### src/rtl/reg_field_pkg.sv
// Shared types for the register field cell.
// Assumes nothing beyond a SystemVerilog 2017 compiler.
package reg_field_pkg;

    // Interrupt capture flavour of a field
    typedef enum logic [1:0] {
        INTR_OFF    = 2'd0,
        INTR_LEVEL  = 2'd1,
        INTR_STICKY = 2'd2
    } intr_mode_e;

endpackage

### src/rtl/field_next_sel.sv
// Next-state selection for one field: picks the value the storage takes at
// the next edge and reports whether software caused a change.
// Assumes sw_wr and sw_wdata matter only while sw_req is high.
module field_next_sel
    import reg_field_pkg::*;
#(
    parameter int         WIDTH         = 8,
    parameter bit         SELF_CLEAR    = 1'b0,
    parameter bit         EN_ACTIVE_LOW = 1'b0,
    parameter intr_mode_e INTR_MODE     = INTR_OFF
) (
    input  logic [WIDTH-1:0] cur,
    input  logic             sw_req,
    input  logic             sw_wr,
    input  logic [WIDTH-1:0] sw_wdata,
    input  logic [WIDTH-1:0] hw_next,
    input  logic             hw_en,
    output logic [WIDTH-1:0] nxt,
    output logic             sw_changed
);

    localparam logic [WIDTH-1:0] ZERO = '0;

    logic sw_write;
    logic hw_load;

    // Decode the software write and the polarity-corrected hardware enable
    always_comb begin
        sw_write = sw_req & sw_wr;
        hw_load  = EN_ACTIVE_LOW ? ~hw_en : hw_en;
    end

    generate
        if (INTR_MODE == INTR_LEVEL) begin : g_level
            // Level capture: OR in events, any software access clears
            always_comb begin
                nxt        = sw_req ? ZERO : (cur | hw_next);
                sw_changed = sw_req & (cur != ZERO);
            end
        end else if (INTR_MODE == INTR_STICKY) begin : g_sticky
            // Sticky capture: keep first nonzero word, any access clears
            always_comb begin
                if (sw_req)
                    nxt = ZERO;
                else if (cur == ZERO)
                    nxt = hw_next;
                else
                    nxt = cur;
                sw_changed = sw_req & (cur != ZERO);
            end
        end else if (SELF_CLEAR) begin : g_pulse
            // Single pulse: written data lives one cycle, hardware ignored
            always_comb begin
                nxt        = sw_write ? sw_wdata : ZERO;
                sw_changed = sw_write & (sw_wdata != cur);
            end
        end else begin : g_plain
            // Plain storage: software write first, then hardware load
            always_comb begin
                if (sw_write)
                    nxt = sw_wdata;
                else if (hw_load)
                    nxt = hw_next;
                else
                    nxt = cur;
                sw_changed = sw_write & (sw_wdata != cur);
            end
        end
    endgenerate

endmodule

### src/rtl/field_store.sv
// Storage flops for one field with synchronous active-low reset to zero.
// Assumes the next value is settled before each rising edge.
module field_store #(
    parameter int WIDTH = 8
) (
    input  logic             clk,
    input  logic             rst_n,
    input  logic [WIDTH-1:0] nxt,
    output logic [WIDTH-1:0] q
);

    // Register the selected next value
    always_ff @(posedge clk) begin
        if (!rst_n)
            q <= '0;
        else
            q <= nxt;
    end

endmodule

### src/rtl/field_strobe_gen.sv
// Registers the software access and modify strobes so that each lasts one
// cycle and lines up with the edge at which the value is updated.
// Assumes sw_req is a single-cycle request per access.
module field_strobe_gen (
    input  logic clk,
    input  logic rst_n,
    input  logic sw_req,
    input  logic sw_changed,
    output logic acc_pulse,
    output logic mod_pulse
);

    // Capture access and modify events for one cycle
    always_ff @(posedge clk) begin
        if (!rst_n) begin
            acc_pulse <= 1'b0;
            mod_pulse <= 1'b0;
        end else begin
            acc_pulse <= sw_req;
            mod_pulse <= sw_req & sw_changed;
        end
    end

endmodule

### src/rtl/reg_field_cell.sv
// One register field with parameter-selected behaviour: plain, single-pulse
// or interrupt capture (level or sticky), with access and modify strobes.
// Assumes a synchronous active-low reset and one request per access.
module reg_field_cell
    import reg_field_pkg::*;
#(
    parameter int         WIDTH         = 8,
    parameter bit         SELF_CLEAR    = 1'b0,
    parameter bit         EN_ACTIVE_LOW = 1'b0,
    parameter intr_mode_e INTR_MODE     = INTR_OFF
) (
    input  logic             clk,
    input  logic             rst_n,
    input  logic             sw_req,
    input  logic             sw_wr,
    input  logic [WIDTH-1:0] sw_wdata,
    input  logic [WIDTH-1:0] hw_next,
    input  logic             hw_en,
    output logic [WIDTH-1:0] value,
    output logic             sw_acc_pulse,
    output logic             sw_mod_pulse,
    output logic             irq
);

    logic [WIDTH-1:0] nxt;
    logic             sw_changed;

    field_next_sel #(
        .WIDTH         (WIDTH),
        .SELF_CLEAR    (SELF_CLEAR),
        .EN_ACTIVE_LOW (EN_ACTIVE_LOW),
        .INTR_MODE     (INTR_MODE)
    ) next_i (
        .cur        (value),
        .sw_req     (sw_req),
        .sw_wr      (sw_wr),
        .sw_wdata   (sw_wdata),
        .hw_next    (hw_next),
        .hw_en      (hw_en),
        .nxt        (nxt),
        .sw_changed (sw_changed)
    );

    field_store #(
        .WIDTH (WIDTH)
    ) store_i (
        .clk   (clk),
        .rst_n (rst_n),
        .nxt   (nxt),
        .q     (value)
    );

    field_strobe_gen strobe_i (
        .clk        (clk),
        .rst_n      (rst_n),
        .sw_req     (sw_req),
        .sw_changed (sw_changed),
        .acc_pulse  (sw_acc_pulse),
        .mod_pulse  (sw_mod_pulse)
    );

    // Interrupt line follows any set bit of the stored value
    always_comb begin
        irq = |value;
    end

endmodule

### config.mk
export PLATFORM = sky130hd
export DESIGN_NAME = reg_field_cell
export DESIGN_NICKNAME = d
export VERILOG_FILES = /design/src/rtl/reg_field_pkg.sv /design/src/rtl/field_next_sel.sv /design/src/rtl/field_store.sv /design/src/rtl/field_strobe_gen.sv /design/src/rtl/reg_field_cell.sv
export SDC_FILE = /design/constraint.sdc
export NUM_CORES = 1
export LEC_CHECK = 0
export BUFFER_PORTS_ARGS = -buffer_cell sky130_fd_sc_hd__buf_4
export CAP_MARGIN = 5
export CORE_AREA = 2 2 39 41
export CTS_BUF_LIST = sky130_fd_sc_hd__clkbuf_4 sky130_fd_sc_hd__clkbuf_8
export CTS_CLUSTER_DIAMETER = 50
export DETAILED_ROUTE_END_ITERATION = 12
export DIE_AREA = 0 0 41 43
export GPL_TIMING_DRIVEN = 0
export PLACE_DENSITY = 0.76
export SYNTH_ARGS = -nofsm -noshare
export SYNTH_HDL_FRONTEND = slang
export SYNTH_HIERARCHICAL = 1
export SYNTH_SLANG_ARGS = --single-unit
### constraint.sdc
create_clock -name clk -period 3.2 [get_ports clk]
set_input_delay 0.64 -clock clk [delete_from_list [all_inputs] [get_ports clk]]
set_output_delay 0.64 -clock clk [all_outputs]
set_load 0.02 [all_outputs]
Yosys cells after proc, flatten, opt, wreduce, memory -nomap -nowiden
Index checks and enable logic that the tools add are counted.
- output and inout port bits: 11
- word-level logic and storage cells: 11
- memory bits (writable): 0
- ROM bits: 0
- register bits: 10
- memories kept: 0
- bits in latches: 0
- bits of input ports: 21
- reduce and logical (&&, ||, !) cells: 2
- shift-type cells: 0
- multiplexer cells: 2
- add/sub/neg operators: 0
- order comparisons: 0
- eq/ne operators: 1
- bitwise logic cells: 3
- multiply operators: 0
- divide/modulo/power cells: 0
- operator list (kind ; number):
    two-way mux 8 bit ; 2
    != test 8 bit ; 1
    OR reduction 8 bit ; 1
    AND 1 bit ; 3
    nonzero test 2 bit ; 1

Depth between registers and ports, before layout
Gate-level depths: netlist of the first run.
- depth after elaboration: 3
- gate-level depth with buffers: 6
- depth with buffers taken out: 4

Hierarchy
The synthesis of the first run kept the hierarchy.
- by module, submodules not included (module ; seq. area each (µm²) ; times used ; cells each ; area each (µm²)):
    field_next_sel ; 0.0 ; 1 ; 39 ; 284.0
    field_store ; 160.2 ; 1 ; 16 ; 210.2
    field_strobe_gen ; 40.0 ; 1 ; 4 ; 52.6
    reg_field_cell ; 0.0 ; 1 ; 3 ; 16.3

Least setup slack after synthesis of the first run
OpenSTA, ideal clock, no wires.
- path type: register to output
- from: register store_i.q[1]
- to: output port irq
- stages on the path, launching flop included: 3
- path buffers: 0
- arrival: 836 ps
- required time: 2560 ps
- path slack: 1724 ps
- cells stage by stage: dfxtp_1 > nor4_1 > nand2_1
- longest elaborated chain between the ends: 1
- RTL lines (item ; RTL line ; source):
    start, declared ; field_store.sv:9 ; output logic [WIDTH-1:0] q
    start signal, assigned ; field_store.sv:17 ; q <= nxt;
    OR reduction 8 bit ; reg_field_cell.sv:64 ; irq = |value;
    end, declared ; reg_field_cell.sv:22 ; output logic irq
Every way passes these cells.

Final worst setup path of the first run
- from: register store_i.q[0]
- to: output port irq
The elaborated chain is that of the path after synthesis.

==> metrics, run 1 <==
Worst R2R Start store_i/q[4]$_SDFF_PN0_; drt drc 0; asr flop ratio synth 0%; P&R area growth vs syn 50.0%; register clock-pin slew on the reported worst setup and hold paths ~0.070 ns; WS Path Type register to output port; drt total wl approximately 1400 µm; # clock sinks 10; Static Leak 0.427 nW; Fmax between 500 and 600 MHz; cts bufs inserted 3; Yosys top cell by area dfxtp_1; Avg Cell Area, Syn 9.08 µm²; Seq. cell area ~200 µm²; flop and latch count out of synthesis 10; initial drt markers 7; ratio of cells with drive above 1 in the final layout between 40% and 50%; EDFF count, synth 0; Min-Delay Startpoint sw_req; IO Pins 32; Slew Limit Headroom 81.2%; grt met3 use under 10%; Top Family by Delay on Critical Path simple AND/OR/NAND/NOR gates; Hold Path Cell Cnt 2; Max IR drop VDD between 0.0002 and 0.0003 V; Power Total 0.347 mW; pin count of the biggest net entering global routing 11; clock skew between 0.005 and 0.006 ns; top cells by area, synth dfxtp_1 (36%), mux2i_1 (14%), xor2_1 (12%), and2_1 (11%), nand2_1 (6.0%); GR met1 Demand/Resource roughly 23%; Post-Syn Area around 560 µm²; Die H ~43 µm; syn_nets 83; global route overflow 0; pre-CTS setup slack ~1.6 ns; core box area about 1400 µm²; minimum hold slack slightly below 0.6 ns; worst setup margin roughly 1.4 ns; endpoint class of the critical path output port; RD Place Congestion between 0.8 and 0.9; Cell Pwr Density just over 400 nW/µm²; antenna violation net count after detailed routing 0; critical-path maximum fanout 4; Port Buf Inserts 30; Die ar. 1760 µm²; Distinct cells, synth 13; worst skew pair latency around 0.27 ns; critical path's slowest cell dfxtp_1; commonest cells in the netlist and2_1 (10), dfxtp_1 (10), nand2_1 (9); reg-to-reg endpoint strobe_i/mod_pulse$_SDFF_PN0_; antenna violations before repair 0; area occupied by multi-input gates roughly 330 µm²; post-synthesis sequential area ratio a little over a third; H-tree lvl count 1; Final setup viols 0; first drt pass iteration count 4; Filler cells 123; hold endpoint strobe_i/acc_pulse$_SDFF_PN0_; Post-CTS Resized 0; top_reg_cell synth dfxtp_1; CTS tree yes; path depth of the worst reg2reg path 4; synthesized netlist cell count between 60 and 70; final hold viol count 0; nets approximately 120; clk root buf clkbuf_4; Clock Path Buffers 2; WP data required approximately 2.6 ns; max-cap check violation count 0; setup TNS 0 ns; antenna cells 0; actual slew at the worst max-slew pin 0.280 ns; Via-to-Cell Ratio 4.89; max incr delay on CP about 0.35 ns; GRT busiest layer met2; post-CTS setup buffers 0; wire length per cell between 10 and 15 µm; Buf/Inv on CP 1; Die Span X 41 µm; routed vias around 550; dpl hpwl 1090 µm; row count 14; vias in the first global route 513; Initial Util approximately two fifths; post-route clock period utilization 56.9%; first-pass GRT wire length 2120 µm; GRT met2 Usage between 20 and 30%; Final Util between 60% and 70%; RSZ-0062 raised after global routing false; gr usage total around 18%; Hold WC Path Type input pin to register; Syn. warnings 6; status completed; hold buffer count at CTS 0; clock period minus worst slack around 1.8 ns; post-synth top area share a little over a third; arrival time at the worst endpoint approximately 1.2 ns; CP cell instances nor4_1, nand2_1, buf_4; startpoint types register; R2R Setup Slk around 2 ns; Final Max Tran Viols 0
## metrics by stage
stage / area (µm²) / cells
floorplan: 563 / 62
detailed placement: 808 / 108
global route: 845 / 112
finish: 845 / 112
global placement: 808 / 108
CTS: 845 / 112
## where the power goes
part	total, mW	switching [mW]	leakage, nW	internal, mW
logic	0.0908	0.0413	0.323	0.0495
registers	0.141	0.00890	0.0826	0.133
clock network	0.115	0.0458	0.0210	0.0691
## state kept, by name, summed over array words and instances (netlist names)
register            flops
store_i/q               8
strobe_i/mod_pulse      1
strobe_i/acc_pulse      1
## routing by layer
layer	share of wire [%]	vias to the layer above
met2	50	18
met4	0	0
met5	0	-
met1	43	252
met3	6.9	0
li1	-	278
## worst max-delay path by stage
stage                                       start                       endpoint  slack [ns]  cells after the start
after floorplan           store_i/q[1]$_SDFF_PN0_                            irq        1.72                      2
after global placement                sw_wdata[4]  strobe_i/mod_pulse$_SDFF_PN0_        1.59                      5
after detailed placement              sw_wdata[4]  strobe_i/mod_pulse$_SDFF_PN0_        1.61                      5
after CTS                 store_i/q[1]$_SDFF_PN0_                            irq        1.36                      3
after global routing      store_i/q[1]$_SDFF_PN0_                            irq        1.29                      3
final                     store_i/q[0]$_SDFF_PN0_                            irq        1.38                      3
## cell usage in the layout (no fill, tap or decap), drive strengths merged
master  instances
nor4            4
a21boi          1
mux2i           8
and2           10
o21ai           8
buf            33
xor2            8
and3            1
clkbuf          4
dfxtp          10
nand2           9
## cell type report
cell class | count | area share, %
plain buffers | 3 | 3.56
clock buffers | 4 | 4.30
multi-input cells | 49 | 39.4
flip-flops and latches | 10 | 23.7
well taps | 16 | 2.37
repair buffers | 30 | 26.7
## kinds of logic after synthesis
kind of cell | Yosys count | share of synthesized area, %
DFF | 10 | 35.6
xor gates and xnor gates | 8 | 12.4
muxes | 8 | 14.2
buffers and inverters | 3 | 5.33
AOI/OAI and AO/OA | 9 | 9.78
and+or+nand+nor | 24 | 22.7
Power figures use the tool's default switching activity.
==> inputs of run 2 (changes only) <==
Settings changed: CORE_AREA 2 2 39 41 to default, CORE_MARGIN from default to 2, CORE_UTILIZATION from default to 40, DIE_AREA 0 0 41 43 to default.
Clock period 3.2 ns to 1.65 ns, I/O delays scaled along.
==> run 2 against run 1 <==
  * Global-route usage up 0.17 points
  * Power up 95%
  * Critical endpoint unchanged
  * Largest power group unchanged
  * Critical path depth unchanged
  * Clock power up 97%
  * Register-to-register slack worse by 1.6 ns
==> metrics, run 2 (synthesis gave the netlist of run 1 again) <==
status completed; critical-path maximum fanout 4; final hold viol count 0; Port Buf Inserts 30; Die ar. 1720 µm²; # clock sinks 10; WS Path Type register to output port; CP cell instances nor4_1, nand2_1, buf_4; antenna cells 0; RD Place Congestion about 0.74; register clock-pin slew on the reported worst setup and hold paths around 0.070 ns; CTS tree yes; Cell Pwr Density between 800 and 900 nW/µm²; setup TNS 0 ns; Final setup viols 0; most frequent cells in the layout buf_4 (31), and2_1 (10), dfxtp_1 (10); ratio of cells with drive above 1 in the final layout about two fifths; post-CTS setup buffers 0; reg-to-reg endpoint strobe_i/mod_pulse$_SDFF_PN0_; fin area between 800 and 900 µm²; GRT met2 Usage approximately 28%; critical path's slowest cell dfxtp_1; Area after DPL between 800 and 900 µm²; Hold Path Cell Cnt 2; Via-to-Cell Ratio ~5.1; antenna violations before repair 0; dpl hpwl about 1100 µm; GR met1 Demand/Resource about a fifth; IO Pins 32; hold endpoint strobe_i/acc_pulse$_SDFF_PN0_; global route overflow 0; cts bufs inserted 3; Largest register FFs 8; Clock Path Buffers 2; Largest regs store_i/q: 8 flops, strobe_i/acc_pulse: 1 flops, strobe_i/mod_pulse: 1 flops; worst skew pair latency ~0.27 ns; GRT busiest layer met2; Slew Limit Headroom 80.3%; drt drc 0; nets between 100 and 150; drt total wl between 1000 and 1500 µm; P&R area growth vs syn 49.8%; max incr delay on CP 0.35 ns; H-tree lvl count 1; wire length per cell approximately 12 µm; core box area 1300 µm²; RSZ-0062 raised after global routing false; Min-Delay Startpoint sw_req; actual slew at the worst max-slew pin between 0.2 and 0.3 ns; post-route clock period utilization 92.5%; R2R Setup Slk 0.44 ns; area occupied by multi-input gates approximately 330 µm²; row count 13; clk root buf clkbuf_4; max-cap check violation count 0; WP data required between 1 and 1.5 ns; Filler cells approximately 110; Top Family by Delay on Critical Path simple AND/OR/NAND/NOR gates; initial drt markers 7; pin count of the biggest net entering global routing 11; clock period minus worst slack between 1.5 and 2 ns; antenna violation net count after detailed routing 0; first-pass GRT wire length ~2400 µm; first drt pass iteration count 4; Static Leak about 0.43 nW; vias in the first global route approximately 540; Worst R2R Start store_i/q[4]$_SDFF_PN0_; most common cell after layout, fill and taps aside buf_4; Initial Util about 43%; Post-CTS Resized 0; Die H 41.5 µm; Seq. cell area about 200 µm²; hold buffer count at CTS 0; endpoint class of the critical path output port; Buf/Inv on CP 1; Max IR drop VDD 0.000415 V; arrival time at the worst endpoint around 1.2 ns; Fmax 655 MHz; Final Max Tran Viols 0; gr usage total between 10% and 20%; largest register by flop count store_i/q; Die Span X roughly 42 µm; startpoint types register; grt met3 use 9.57%; Hold WC Path Type input pin to register; path depth of the worst reg2reg path 4; clock skew approximately 0.0030 ns; routed vias 565
-- run 2: power breakdown --
part / switching (mW) / internal, mW / total [mW]
Clock: 0.0925 / 0.134 / 0.227
Combinational: 0.0803 / 0.0960 / 0.176
Sequential: 0.0167 / 0.257 / 0.274
-- run 2: final cells by class --
type | instances | share of cell area, %
sequential | 10 | 23.7
tap | 15 | 2.23
timing repair buffer | 30 | 26.7
buffer | 3 | 3.56
multi-input combinational | 49 | 39.5
clock buffer | 4 | 4.30
-- run 2: metrics by stage --
| stage | util (%) | cells | power [mW] | hold WS [ns] | worst slack, ns |
|---|---|---|---|---|---|
| 3_3_place_gp | 62.0 | 107 | 0.453 | 0.552 | 0.367 |
| 3_5_place_dp | 62.0 | 107 | 0.457 | 0.556 | 0.352 |
| 5_1_grt | 64.8 | 111 | 0.715 | 0.259 | 0.0275 |
| 6_report | 64.8 | 111 | 0.677 | 0.276 | 0.124 |
| 2_1_floorplan | - | 62 | 0.371 | 0.452 | 0.484 |
| 4_1_cts | 64.8 | 111 | 0.684 | 0.270 | 0.0985 |
-- run 2: worst max path at each step --
stage | startpoint | to | slack [ns] | cells after the start
after CTS | store_i/q[7]$_SDFF_PN0_ | irq | 0.1 | 3
after floorplan | store_i/q[1]$_SDFF_PN0_ | irq | 0.48 | 2
after global routing | store_i/q[7]$_SDFF_PN0_ | irq | 0.03 | 3
final | store_i/q[6]$_SDFF_PN0_ | irq | 0.12 | 3
after detailed placement | sw_wdata[4] | strobe_i/mod_pulse$_SDFF_PN0_ | 0.35 | 5
after global placement | sw_wdata[4] | strobe_i/mod_pulse$_SDFF_PN0_ | 0.37 | 5
-- run 2: layer usage --
| metal | up-vias | wire, µm |
|---|---|---|
| li1 | 280 | - |
| met1 | 261 | 569 |
| met2 | 24 | 675 |
| met3 | 0 | 116 |
| met4 | 0 | 0 |
| met5 | - | 0 |
